### src/rtl/lf_ppm_pkg.sv
package lf_ppm_pkg;
  // stream: ref(2) + opcode(2) + pwd section(2+32) + write payload(1+32+3)
  localparam int MAX_BITS = 2 + 2 + 34 + 36;
  localparam int MAX_SYMS = MAX_BITS / 2;
  localparam int LEN_W    = $clog2(MAX_BITS + 1);
  localparam int SYM_W    = $clog2(MAX_SYMS + 1);

  typedef enum logic [2:0] {
    ST_IDLE, ST_POWER, ST_SGAP, ST_SYM, ST_GAP, ST_HOLD
  } ppm_state_e;

  function automatic int max2(int a, int b);
    return (a > b) ? a : b;
  endfunction
endpackage

### src/rtl/lf_ppm_pack.sv
// Builds the left-aligned bit stream of one frame and its symbol count.
module lf_ppm_pack
  import lf_ppm_pkg::*;
(
  input  logic                page_i,
  input  logic                test_i,
  input  logic                pwd_en_i,
  input  logic                write_i,
  input  logic [31:0]         pwd_i,
  input  logic [31:0]         data_i,
  input  logic [7:0]          addr_i,
  output logic [MAX_BITS-1:0] bits_o,
  output logic [SYM_W-1:0]    nsym_o
);
  logic [MAX_BITS-1:0] v;
  logic [LEN_W-1:0]    n;

  always_comb begin
    v = '0;
    n = '0;
    v = {v[MAX_BITS-3:0], 2'b00};
    n = n + LEN_W'(2);
    v = {v[MAX_BITS-3:0], (test_i ? 2'b01 : {1'b1, page_i})};
    n = n + LEN_W'(2);
    if (pwd_en_i) begin
      v = {v[MAX_BITS-35:0], 2'b00, pwd_i};
      n = n + LEN_W'(34);
    end
    if (write_i) begin
      // lone lock bit shifts data pairing by one
      v = {v[MAX_BITS-37:0], 1'b0, data_i, addr_i[2:0]};
      n = n + LEN_W'(36);
    end else if (addr_i != 8'hFF) begin
      v = {v[MAX_BITS-5:0], 1'b0, addr_i[2:0]};
      n = n + LEN_W'(4);
    end
    bits_o = v << (LEN_W'(MAX_BITS) - n);
    nsym_o = SYM_W'(n >> 1);
  end
endmodule

### src/rtl/lf_ppm_timer.sv
// Down-counter of tick pulses; expire_o marks the last tick of an interval.
module lf_ppm_timer #(
  parameter int W = 16
) (
  input  logic         clk_i,
  input  logic         rst_ni,
  input  logic         tick_i,
  input  logic         load_i,
  input  logic [W-1:0] dur_i,
  output logic         expire_o
);
  logic [W-1:0] cnt_q;

  always_ff @(posedge clk_i or negedge rst_ni) begin
    if (!rst_ni)                  cnt_q <= '0;
    else if (load_i)              cnt_q <= dur_i;
    else if (tick_i && cnt_q != 0) cnt_q <= cnt_q - W'(1);
  end

  assign expire_o = tick_i && (cnt_q == W'(1));
endmodule

### src/rtl/lf_ppm_tx.sv
module lf_ppm_tx
  import lf_ppm_pkg::*;
#(
  parameter int UNIT_US        = 8,
  parameter int T_SYM00        = 18,
  parameter int T_SYM01        = 34,
  parameter int T_SYM10        = 50,
  parameter int T_SYM11        = 66,
  parameter int T_GAP          = 20,
  parameter int T_START_GAP    = 31,
  parameter int T_READ_HOLD    = 210,
  parameter int T_POWERUP_US   = 5000,
  parameter int T_HOLD_WR_US   = 20000,
  parameter int T_HOLD_TEST_US = 5184
) (
  input  logic        clk_i,
  input  logic        rst_ni,
  input  logic        tick_i,
  input  logic        start_i,
  input  logic        write_i,
  input  logic        page_i,
  input  logic        test_i,
  input  logic        pwd_en_i,
  input  logic [31:0] pwd_i,
  input  logic [31:0] data_i,
  input  logic [7:0]  addr_i,
  output logic        carrier_o,
  output logic        busy_o,
  output logic        done_o
);
  localparam int LONGEST = max2(max2(max2(T_POWERUP_US, T_HOLD_WR_US), T_HOLD_TEST_US),
                                max2(max2(T_READ_HOLD, T_SYM11), max2(T_START_GAP, T_GAP)) * UNIT_US);
  localparam int DUR_W = $clog2(LONGEST + 1);

  ppm_state_e          state_q, state_d;
  logic [MAX_BITS-1:0] sreg_q, pack_bits;
  logic [SYM_W-1:0]    left_q, pack_nsym;
  logic                wr_q, test_q, done_q;
  logic                load, expire;
  logic [DUR_W-1:0]    dur;

  lf_ppm_pack i_pack (
    .page_i, .test_i, .pwd_en_i, .write_i, .pwd_i, .data_i, .addr_i,
    .bits_o (pack_bits),
    .nsym_o (pack_nsym)
  );

  lf_ppm_timer #(.W(DUR_W)) i_timer (
    .clk_i, .rst_ni, .tick_i,
    .load_i   (load),
    .dur_i    (dur),
    .expire_o (expire)
  );

  function automatic logic [DUR_W-1:0] sym_dur(logic [1:0] code);
    case (code)
      2'b00:   return DUR_W'(T_SYM00 * UNIT_US);
      2'b01:   return DUR_W'(T_SYM01 * UNIT_US);
      2'b10:   return DUR_W'(T_SYM10 * UNIT_US);
      2'b11:   return DUR_W'(T_SYM11 * UNIT_US);
      default: return DUR_W'(T_SYM00 * UNIT_US);
    endcase
  endfunction

  logic [DUR_W-1:0] hold_dur;
  assign hold_dur = wr_q ? (test_q ? DUR_W'(T_HOLD_TEST_US) : DUR_W'(T_HOLD_WR_US))
                         : DUR_W'(T_READ_HOLD * UNIT_US);

  always_comb begin
    state_d = state_q;
    load    = 1'b0;
    dur     = '0;
    case (state_q)
      ST_IDLE: if (start_i) begin
        state_d = ST_POWER; load = 1'b1; dur = DUR_W'(T_POWERUP_US);
      end
      ST_POWER: if (expire) begin
        state_d = ST_SGAP; load = 1'b1; dur = DUR_W'(T_START_GAP * UNIT_US);
      end
      ST_SGAP: if (expire) begin
        state_d = ST_SYM; load = 1'b1; dur = sym_dur(sreg_q[MAX_BITS-1 -: 2]);
      end
      ST_SYM: if (expire) begin
        state_d = ST_GAP; load = 1'b1; dur = DUR_W'(T_GAP * UNIT_US);
      end
      ST_GAP: if (expire) begin
        load = 1'b1;
        if (left_q != '0) begin
          state_d = ST_SYM; dur = sym_dur(sreg_q[MAX_BITS-1 -: 2]);
        end else begin
          state_d = ST_HOLD; dur = hold_dur;
        end
      end
      ST_HOLD: if (expire) state_d = ST_IDLE;
      default: state_d = ST_IDLE;
    endcase
  end

  always_ff @(posedge clk_i or negedge rst_ni) begin
    if (!rst_ni) begin
      state_q <= ST_IDLE;
      sreg_q  <= '0;
      left_q  <= '0;
      wr_q    <= 1'b0;
      test_q  <= 1'b0;
      done_q  <= 1'b0;
    end else begin
      state_q <= state_d;
      done_q  <= (state_q == ST_HOLD) && expire;
      if (state_q == ST_IDLE && start_i) begin
        sreg_q <= pack_bits;
        left_q <= pack_nsym;
        wr_q   <= write_i;
        test_q <= test_i;
      end else if (state_q == ST_SYM && expire) begin
        sreg_q <= {sreg_q[MAX_BITS-3:0], 2'b00};
        left_q <= left_q - SYM_W'(1);
      end
    end
  end

  assign carrier_o = (state_q == ST_POWER) || (state_q == ST_SYM) || (state_q == ST_HOLD);
  assign busy_o    = (state_q != ST_IDLE);
  assign done_o    = done_q;
endmodule

### config.mk
export PLATFORM = sky130hd
export DESIGN_NAME = lf_ppm_tx
export DESIGN_NICKNAME = d
export VERILOG_FILES = /design/src/rtl/lf_ppm_pkg.sv /design/src/rtl/lf_ppm_pack.sv /design/src/rtl/lf_ppm_timer.sv /design/src/rtl/lf_ppm_tx.sv
export SDC_FILE = /design/constraint.sdc
export NUM_CORES = 1
export LEC_CHECK = 0
export BUFFER_PORTS_ARGS = -buffer_cell sky130_fd_sc_hd__buf_2
export CAP_MARGIN = 5
export CORE_MARGIN = 5
export CORE_UTILIZATION = 55
export DETAILED_ROUTE_END_ITERATION = 6
export GPL_ROUTABILITY_DRIVEN = 1
export PLACE_DENSITY = 0.84
export SLEW_MARGIN = 15
export SYNTH_ARGS = -nofsm -noshare
export SYNTH_HDL_FRONTEND = slang
export SYNTH_SLANG_ARGS = --single-unit
### constraint.sdc
create_clock -name clk_i -period 3.4 [get_ports clk_i]
set_input_delay 0.34 -clock clk_i [delete_from_list [all_inputs] [get_ports clk_i]]
set_output_delay 0.34 -clock clk_i [all_outputs]
set_load 0.005 [all_outputs]
==> metrics, run 1 <==
CTS root buf=clkbuf_16; PortBufs=82; clk sinks=101; critical-path cell list=or4b_2, buf_4, nand2b_1, a41oi_1, o22a_1; Finished Core Util=~63%; Startpoint Class=register; element type at the critical path end=register; first-pass GRT wire length=between 40 and 50 mm; Die X=around 130 µm; Max Cap Viol=0; DRC viols=0; fmax=~360 MHz; FFs w/ async S/R, synth=100%; simple-gate share of the synthesized area=17.8%; Num CTS Buffers=9; Synth-to-Final Area Change=12.9%; skew final=5.53 ps; worst skew pair latency=350 ps; Slew Viols, Final=0; total power=between 3000 and 4000 µW; vias in the first global route=8201; compound-cell area share of the yosys netlist=between 20% and 30%; die area=approximately 17000 µm²; Initial Utilization=between 50 and 60%; post-detail-place hpwl=between 20 and 25 mm; via/cell ratio=around 7.1; flops & latches, synth=between 100 and 150; clk slew on worst S/H paths=70 ps; Syn Nets=1074; RSZ-0062 raised after global routing=no; Mapped Area=approximately 8100 µm²; Post-Synth Adder-Cell Area=~1.5%; Diodes inserted=0; Clock Path Buffers=2; WL/cell=around 23 µm; Avg Cell Area, Syn=8.26 µm²; outcome=completed; Yosys Warn Count=0; # setup viols final=0; I/O pin count=a little over 80; slowest CP cell=or4b_2; post-synthesis mux area share=15.3%; initial antenna violation count=0; Worst-Margin Slew=around 860 ps; DRT Pass-1 Iters=7; XOR/XNOR Fraction of Synth Area=under 10%; post-CTS sizing=0; Routed Wire Length=between 20 and 30 mm; CTS tree=done; Critical Path Max Stage Delay=just under 900 ps; DRT antenna net count=0; via count=a little under 9000; Final #Nets=around 1100; Iter 0 DRT Violations=roughly 1000; filler cell count=1265; final hold vios=0; Post-CTS Hold Buffers=0; WP data required=about 3600 ps; Final min period=around 2800 ps; global-route usage over all layers=32.3%; HP Class=in -> async; pin count of the biggest net entering global routing=77; Main synth FF type=dfrtp_1; count of different cell masters after synthesis=75; Setup TNS=0 ps; Slew HR=a little over two fifths; Leak=0.00394 µW; Gate Count Post-Synth=just under 1000; Final period util=between 80% and 90%; # rows=44; Worst Setup Path Type=reg -> reg; largest family of logic cells by synthesized area=compound AO/OA/AOI/OAI gates; VDD IR max=between 0.3 and 0.4 mV; Post-CTS Repair Setup Buffers=0; RePlAce Congestion=between 1 and 1.5; core area=14500 µm²; worst path arrival time=roughly 3000 ps; crit path max fanout=between 50 and 60; die height=~130 µm; GRT overflow=0; sequential share of the synthesized area=a little under a third; number of H-tree levels=3; layout cell share with drive strength beyond 1=about 18%; Post-synth EDFFs=0; PwrDens=374 nW/µm²
worst max-delay path, delay by kind of cell (launching register included):
kind | cells | cell delay (ps)
and+or+nand+nor | 2 | 1390
DFF | 1 | 530
buffers and inverters | 1 | 380
AOI/OAI and AO/OA | 2 | 330
state kept, by name, summed over array words and instances, names as in the netlist:
name           flops
wr_q               1
left_q             6
done_o             1
state_q            3
sreg_q            74
test_q             1
i_timer.cnt_q     15
final cells by class:
cell class	instances	area (µm²)	area share [%]
repair buffers	127	813	8.86
well taps	184	230	2.51
flip-flops and latches	101	2530	27.5
clock buffers	11	233	2.54
multi-input cells	786	5230	57.0
inverters	15	56.3	0.614
clock inverters	5	83.8	0.914
power breakdown:
part           internal (µW)  switching, µW
clock network            649            460
registers               1330            152
logic                    334            498
total                   2320           1110
routing by layer:
layer | GRT usage (%) | up-vias | routed length, µm
met5 | 0 | - | 0
met4 | 15.8 | 0 | 1640
met3 | 6.84 | 134 | 2870
met2 | 48.8 | 564 | 12900
met1 | 44.0 | 4184 | 11400
li1 | - | 3806 | -
path summary, 6_finish.rpt:
kind | endpoint | slack (ps) | startpoint | cells after the start
max | i_timer.cnt_q[11] | 640 | state_q[0] | 5
min | sreg_q[52] | 90 | rst_ni | 1
max reg2reg | i_timer.cnt_q[11] | 640 | state_q[0] | 5
min reg2reg | sreg_q[12] | 490 | sreg_q[12] | 1
max in group asynchronous | sreg_q[35] | 2480 | rst_ni | 2
min in group clk_i | sreg_q[0] | 430 | addr_i[0] | 3
stage by stage:
stage	area, µm²	setup WS, ps	hold slack (ps)	instances
after floorplan	8130	65.8	44.4	984
after global routing	9180	495	138	1229
after CTS	9180	657	115	1229
final	9180	640	85.2	1229
after global placement	8860	599	470	1213
after detailed placement	8860	546	479	1213
logic make-up (layout without fill, tap and decap cells):
kind of cell,after synthesis,count (layout)
buffers and inverters,97,158
AND/OR/NAND/NOR,295,295
XOR/XNOR,15,15
AO/OA/AOI/OAI,352,352
adder cells (fa/ha/maj),10,10
flip-flops,101,101
multiplexers,114,114
cell usage after synthesis (all sizes together), types with 11 or more instances:
cell type  count  share of area (%)
buf           27                1.5
a221oi        12                1.3
a31oi         19                1.5
mux2i         87                 11
o21a          14                1.3
nand2         83                3.8
clkbuf        55                2.5
nand2b        11               0.85
nand3b        15                1.4
inv           13               0.60
nor3          20                1.4
a22oi         11                1.0
o22ai         21                1.6
nand3         22                1.4
nor2          98                4.6
a21oi         72                4.5
mux2          21                2.9
o21ai        104                6.4
dfrtp        101                 31
layout by cell type, fill, tap and decap left out, types with 8 or more instances in the layout:
cell,count
a221oi_1,12
xor2_1,10
o2bb2ai_1,10
o22a_1,10
o21ai_0,103
ha_1,9
nor2_1,97
nand3_1,22
a22oi_1,11
buf_2,81
nand2_1,83
a211oi_1,8
o211ai_1,8
nand2b_1,11
a32oi_1,8
dfrtp_1,101
mux2_2,21
o21a_1,14
inv_1,12
buf_4,41
mux2i_1,87
a21oi_1,71
o22ai_1,21
clkbuf_16,9
nor3_1,17
a31oi_1,19
nand3b_1,15
Note: power is estimated with default switching activity, not from simulation.
==> inputs of run 2 (changes only) <==
--- a/config.mk
+++ b/config.mk
@@ -11,7 +11,7 @@
 export CORE_UTILIZATION = 55
 export DETAILED_ROUTE_END_ITERATION = 6
 export GPL_ROUTABILITY_DRIVEN = 1
-export PLACE_DENSITY = 0.84
+export PLACE_DENSITY = 0.87
 export SLEW_MARGIN = 15
 export SYNTH_ARGS = -nofsm -noshare
 export SYNTH_HDL_FRONTEND = slang
==> constraint.sdc (replaced) <==
create_clock -name clk_i -period 2.4 [get_ports clk_i]
set_input_delay 0.24 -clock clk_i [delete_from_list [all_inputs] [get_ports clk_i]]
set_output_delay 0.24 -clock clk_i [all_outputs]
set_load 0.005 [all_outputs]
==> run 2 against run 1 <==
Compared with the run above: clock-buffer cell count is 1 lower; register-to-register slack worse by 620 ps; highest routed layer unchanged; combinational power is 67% higher; sequential power is 41% higher; sequential share of layout area is 2.8 points lower; global-route usage is 2.7 points higher; largest power group unchanged; clock skew is 2.9 ps higher; largest cell class unchanged; design area is 11% higher; critical endpoint is now sreg_q[14].
==> metrics, run 2 (same netlist as run 1, synthesis figures left out) <==
final hold vios=0; worst skew pair latency=between 300 and 400 ps; Top reg by flops=sreg_q; # rows=44; critical-path cell list=nor4_4, nand4_4, or3_1, buf_6, buf_4, o21ai_0, o21ai_0, o21a_1; Setup TNS=0 ps; Leak=approximately 0.0046 µW; Routed Wire Length=around 32 mm; clk sinks=around 100; CTS root buf=clkbuf_16; CTS tree=done; outcome=completed; register area=between 2000 and 3000 µm²; filler cell count=~1100; Final period util=99.3%; Top Registers=sreg_q: 74 flops, i_timer.cnt_q: 15 flops, left_q: 6 flops; Slew Viols, Final=0; core area=around 15000 µm²; commonest non-fill, non-tap cell in the layout=buf_4; Final min period=around 2400 ps; skew final=8.44 ps; HP Class=in -> reg; die height=between 100 and 150 µm; Clock Path Buffers=2; via count=9374; I/O pin count=between 80 and 90; Slew HR=roughly 47%; PortBufs=between 80 and 90; Die X=132 µm; WL/cell=23.9 µm; global-route usage over all layers=roughly a third; crit path max fanout=22; first-pass GRT wire length=about 50 mm; element type at the critical path end=register; number of H-tree levels=3; Startpoint Class=register; Final #Nets=1241; slowest CP cell=dfrtp_1; final hold slack=353 ps; die area=roughly 17000 µm²; vias in the first global route=slightly below 9000; Num CTS Buffers=9; Initial Utilization=~56%; fin area=~10000 µm²; DRT antenna net count=0; via/cell ratio=around 7.0; Largest register FFs=74; delay-heaviest family, CP=simple AND/OR/NAND/NOR gates; RePlAce Congestion=1.01; WP data required=approximately 2700 ps; DRT Pass-1 Iters=6; GRT overflow=0; layout cell share with drive strength beyond 1=27.2%; pin count of the biggest net entering global routing=approximately 40; Diodes inserted=0; fmax=between 400 and 500 MHz; Multi-input gate area=~5300 µm²; initial antenna violation count=0; Post-DP Area=9730 µm²; Bufs and invs on worst path=2; # setup viols final=0; Critical Path Max Stage Delay=420 ps; Max Cap Viol=0; Iter 0 DRT Violations=roughly 1500; commonest non-fill, non-tap cells in the layout=buf_4, o21ai_0, dfrtp_1; RSZ-0062 raised after global routing=yes; post-detail-place hpwl=about 24 mm; Synth-to-Final Area Change=25.6%; critical path's most frequent cell=o21ai_0; DRC viols=0; PwrDens=between 500 and 600 nW/µm²; clk slew on worst S/H paths=around 70 ps; VDD IR max=approximately 0.39 mV; worst path arrival time=between 2000 and 3000 ps; Worst-Margin Slew=788 ps; Worst Setup Path Type=reg -> reg
## run 2: cell types whose count changed in the layout (fill, tap and decap cells not counted), moves of 3 or more
| cell | change |
|---|---|
| o21ai_1 | +3 |
| buf_12 | +4 |
| o21ai_0 | -3 |
| buf_4 | +103 |
## run 2: routing by layer
metal / global-route usage (%) / part of all wire [%]
met2: 55.1 / 46
met3: 6.08 / 10
met1: 46.6 / 38
met5: 0 / 0
met4: 17.2 / 5.6
## run 2: report_power, final
group	internal, µW	switching (µW)	leakage [µW]
sequential	1890	208	0.00129
clock	1030	674	0.000168
combinational	610	782	0.00310
## run 2: through the flow
step / power (µW) / utilization, % / setup WS [ps] / cells
final: 5200 / 70.2 / 16.8 / 1340
after global routing: 5420 / 70.2 / -45.4 / 1340
after global placement: 3380 / 67.0 / -234 / 1319
after floorplan: 2820 / - / 2.85 / 984
after detailed placement: 3420 / 67.0 / -245 / 1319
after CTS: 5150 / 69.5 / 20.4 / 1337
## run 2: final timing paths
kind	from	to	slack, ps	depth (start not counted)
worst max register to register	i_timer.cnt_q[11]	sreg_q[14]	20	8
min in group asynchronous	rst_ni	sreg_q[50]	400	2
worst min register to register	sreg_q[11]	sreg_q[11]	490	1
worst max-delay path	i_timer.cnt_q[11]	sreg_q[14]	20	8
worst min-delay path	test_i	test_q	350	3
max in group asynchronous	rst_ni	i_timer.cnt_q[9]	1330	3
## run 2: worst reg2reg max path, stage by stage, from the launching register on
cell	delay, ps
dfrtp_1	420
nor4_4	390
nand4_4	160
or3_1	420
buf_6	190
buf_4	210
o21ai_0	230
o21ai_0	140
o21a_1	130
## run 2: repair_timing
item | 4_1_cts | 5_1_grt
buffers inserted | 1 | 2
pin swaps | 1 | 5
setup endpoints to repair | 1 | 35
gates cloned | 0 | 1
hold buffers | 1 | 0
gates resized for setup | 2 | 20
hold endpoints to repair | 32 | 0
## run 2: final cells by class
class	instances	area share (%)
clock buffers	10	2.24
clock inverters	6	1.14
inverters	15	0.564
multi-input cells	786	52.1
flip-flops and latches	101	24.8
well taps	184	2.26
repair buffers	238	16.9
==> inputs of run 3 (changes only) <==
--- a/config.mk
+++ b/config.mk
@@ -8,11 +8,12 @@
 export BUFFER_PORTS_ARGS = -buffer_cell sky130_fd_sc_hd__buf_2
 export CAP_MARGIN = 5
 export CORE_MARGIN = 5
-export CORE_UTILIZATION = 55
+export CORE_UTILIZATION = 54
 export DETAILED_ROUTE_END_ITERATION = 6
-export GPL_ROUTABILITY_DRIVEN = 1
-export PLACE_DENSITY = 0.87
+export GPL_ROUTABILITY_DRIVEN = 0
+export PLACE_DENSITY = 0.86
 export SLEW_MARGIN = 15
 export SYNTH_ARGS = -nofsm -noshare
 export SYNTH_HDL_FRONTEND = slang
+export SYNTH_HIERARCHICAL = 1
 export SYNTH_SLANG_ARGS = --single-unit
==> run 3 against run 2 <==
Compared with the run above: the run now ends with setup timing left; critical endpoint is now i_timer/cnt_q[9]; largest power group unchanged; clock skew decreased by 0.87 ps; critical path depth increased by 4; cell count decreased by 13%; largest cell class unchanged; non-clock buffer count decreased by 94.
==> metrics, run 3 <==
outcome=complete, but fails checks; violated checks=setup timing; worst skew pair latency=about 350 ps; Startpoint Class=register; Diodes inserted=0; pre-CTS setup slack=-230 ps; Worst-Margin Slew=607 ps; busiest grt layer=met2; # setup viols final=1; commonest non-fill, non-tap cell in the layout=nand2_1; worst path arrival time=about 2700 ps; WP data required=~2600 ps; Yosys Warn Count=6; crit path max fanout=6; GR Util met1=approximately 32%; Top reg by flops=sreg_q; DRC viols=0; count leader, synth=nand2_1; WL/cell=~18 µm; dominant cell type by area after synthesis=dfrtp_1; core area=around 13000 µm²; Slew HR=58.9%; R2R cell count=12; vias in the first global route=roughly 6700; clk sinks=approximately 100; I/O pin count=between 80 and 90; fmax=414 MHz; count of different cell masters after synthesis=71; filler cell count=~1100; Main synth FF type=dfrtp_1; number of H-tree levels=3; Num CTS Buffers=9; commonest non-fill, non-tap cells in the layout=nand2_1, dfrtp_1, mux2i_1; Multi-input gate area=roughly 4500 µm²; clk slew on worst S/H paths=around 70 ps; DRT Pass-1 Iters=6; die height=approximately 130 µm; post-detail-place hpwl=roughly 14 mm; Worst Setup Path Type=reg -> reg; Final #Nets=around 1100; setup slack after layout=-17.2 ps; CTS root buf=clkbuf_16; die area=approximately 16000 µm²; Iter 0 DRT Violations=about 750; VDD IR max=0.336 mV; global-route usage over all layers=about 25%; ranking of synthesized cells by area=dfrtp_1, mux2i_1, nand2_1, o21ai_0, nand3_1; HP Class=in -> reg; PwrDens=about 560 nW/µm²; skew final=between 7 and 8 ps; Synth-to-Final Area Change=18.2%; GRT met2 Usage=between 40% and 50%; Leak=between 0.003 and 0.004 µW; Clock Path Buffers=2; dpl cells=around 1100; Synth top cells by count=nand2_1, dfrtp_1, mux2i_1; via count=roughly 7200; flops & latches, synth=approximately 100; RSZ-0062 raised after global routing=yes; Mapped Area=7380 µm²; hold depth=2; Max Cap Viol=0; register area=approximately 2500 µm²; DRT antenna net count=0; CTS tree=done; total power=around 4900 µW; Post-synth EDFFs=0; Die X=about 130 µm; Routed Wire Length=slightly above 20 mm; initial antenna violation count=1; Top Registers=sreg_q: 74 flops, i_timer/cnt_q: 15 flops, left_q: 6 flops; Largest register FFs=74; via/cell ratio=between 6 and 7; sequential share of the synthesized area=roughly 34%; M3 GR Usage=4.04%; Post-DP Area=between 8000 and 9000 µm²; element type at the critical path end=register; GRT overflow=0; final instance count without filler cells=1163; Initial Utilization=approximately 55%; # rows=42; Final min period=between 2000 and 2500 ps; Final period util=101%; first-pass GRT wire length=33.2 mm; Slew Viols, Final=0; fin area=a little under 9000 µm²; layout cell share with drive strength beyond 1=21.2%; Gate Count Post-Synth=roughly 900; FFs w/ async S/R, synth=between 90% and 100%; Avg Cell Area, Syn=roughly 8 µm²; PortBufs=82; pin count of the biggest net entering global routing=110; top cell type's share of synthesized area=roughly a third; final hold vios=0
-- run 3: cell types whose count changed after synthesis, sizes merged, moves of 14 or more --
cell,previous run,this run
a211oi,8,24
a21oi,72,49
buf,27,49
clkbuf,55,29
mux2,21,6
nand2,83,138
nand3,22,57
nand3b,15,1
nor2,98,65
o22ai,21,4
-- run 3: kinds of logic (layout without fill, tap and decap cells) --
kind of cell / after synthesis / in the layout / synth area share (%)
other: 2 / 5 / 0.102
adder cells (fa/ha/maj): 8 / 8 / 1.36
multiplexers: 103 / 103 / 14.1
buffers and inverters: 94 / 177 / 6.41
flip-flops: 101 / 101 / 34.2
AO/OA/AOI/OAI: 253 / 253 / 21.2
XOR/XNOR: 6 / 6 / 0.712
AND/OR/NAND/NOR: 334 / 334 / 21.9
-- run 3: final timing paths --
check	endpoint	slack (ps)	start
max reg2reg	i_timer/cnt_q[9]	-20	i_timer/cnt_q[13]
min reg2reg	sreg_q[59]	480	sreg_q[59]
max	i_timer/cnt_q[9]	-20	i_timer/cnt_q[13]
max in group asynchronous	sreg_q[44]	1320	rst_ni
min	test_q	240	test_i
min in group asynchronous	sreg_q[66]	360	rst_ni
-- run 3: metrics by stage --
stage                     hold WS (ps)  TNS [ps]  util (%)
final                              243     -17.2      65.4
after detailed placement           201     -2770      60.9
after global placement             195     -1160      60.9
after CTS                          228         0      64.2
after global routing               241      -377      65.4
after floorplan                  -55.6      -127         -
-- run 3: final cells by class --
cell class                      instances  area share, %
Inverter                               16          0.746
Clock inverter                          7           1.13
Clock buffer                            9           2.58
Sequential cell                       101           29.0
Timing Repair inverter                  1         0.0860
Tap cell                              176           2.52
Timing Repair Buffer                  144           11.9
Multi-Input combinational cell        709           52.0
-- run 3: critical path, cell delays in order, from the launching register on --
cell and delay (ps):
dfrtp_1 390, or4_4 550, nor2_4 110, and4_4 250
buf_8 120, nand2_4 50, o21ai_2 80, nand2_2 90
o31ai_4 130, clkinvlp_4 220, buf_6 180, nand3_2 90
nand3_2 60
-- run 3: timing repair --
| action | 4_1_cts | 5_1_grt |
|---|---|---|
| hold buffers | 1 | 0 |
| pin swaps | 4 | 4 |
| setup buffers | 9 | 5 |
| endpoints found under the hold margin | 30 | 0 |
| resized for setup | 8 | 20 |
| gates cloned | 1 | 1 |
| setup endpoints to repair | 52 | 65 |
-- run 3: per-layer routing --
metal	wire length (µm)	share of wire, %
met5	13	0.063
met4	675	3.2
met3	1230	5.9
met2	10400	50
met1	8520	41
-- run 3: power by group --
| part | internal [µW] | leakage, µW | switching, µW |
|---|---|---|---|
| combinational | 595 | 0.00206 | 745 |
| clock | 920 | 0.000156 | 681 |
| sequential | 1850 | 0.00135 | 135 |
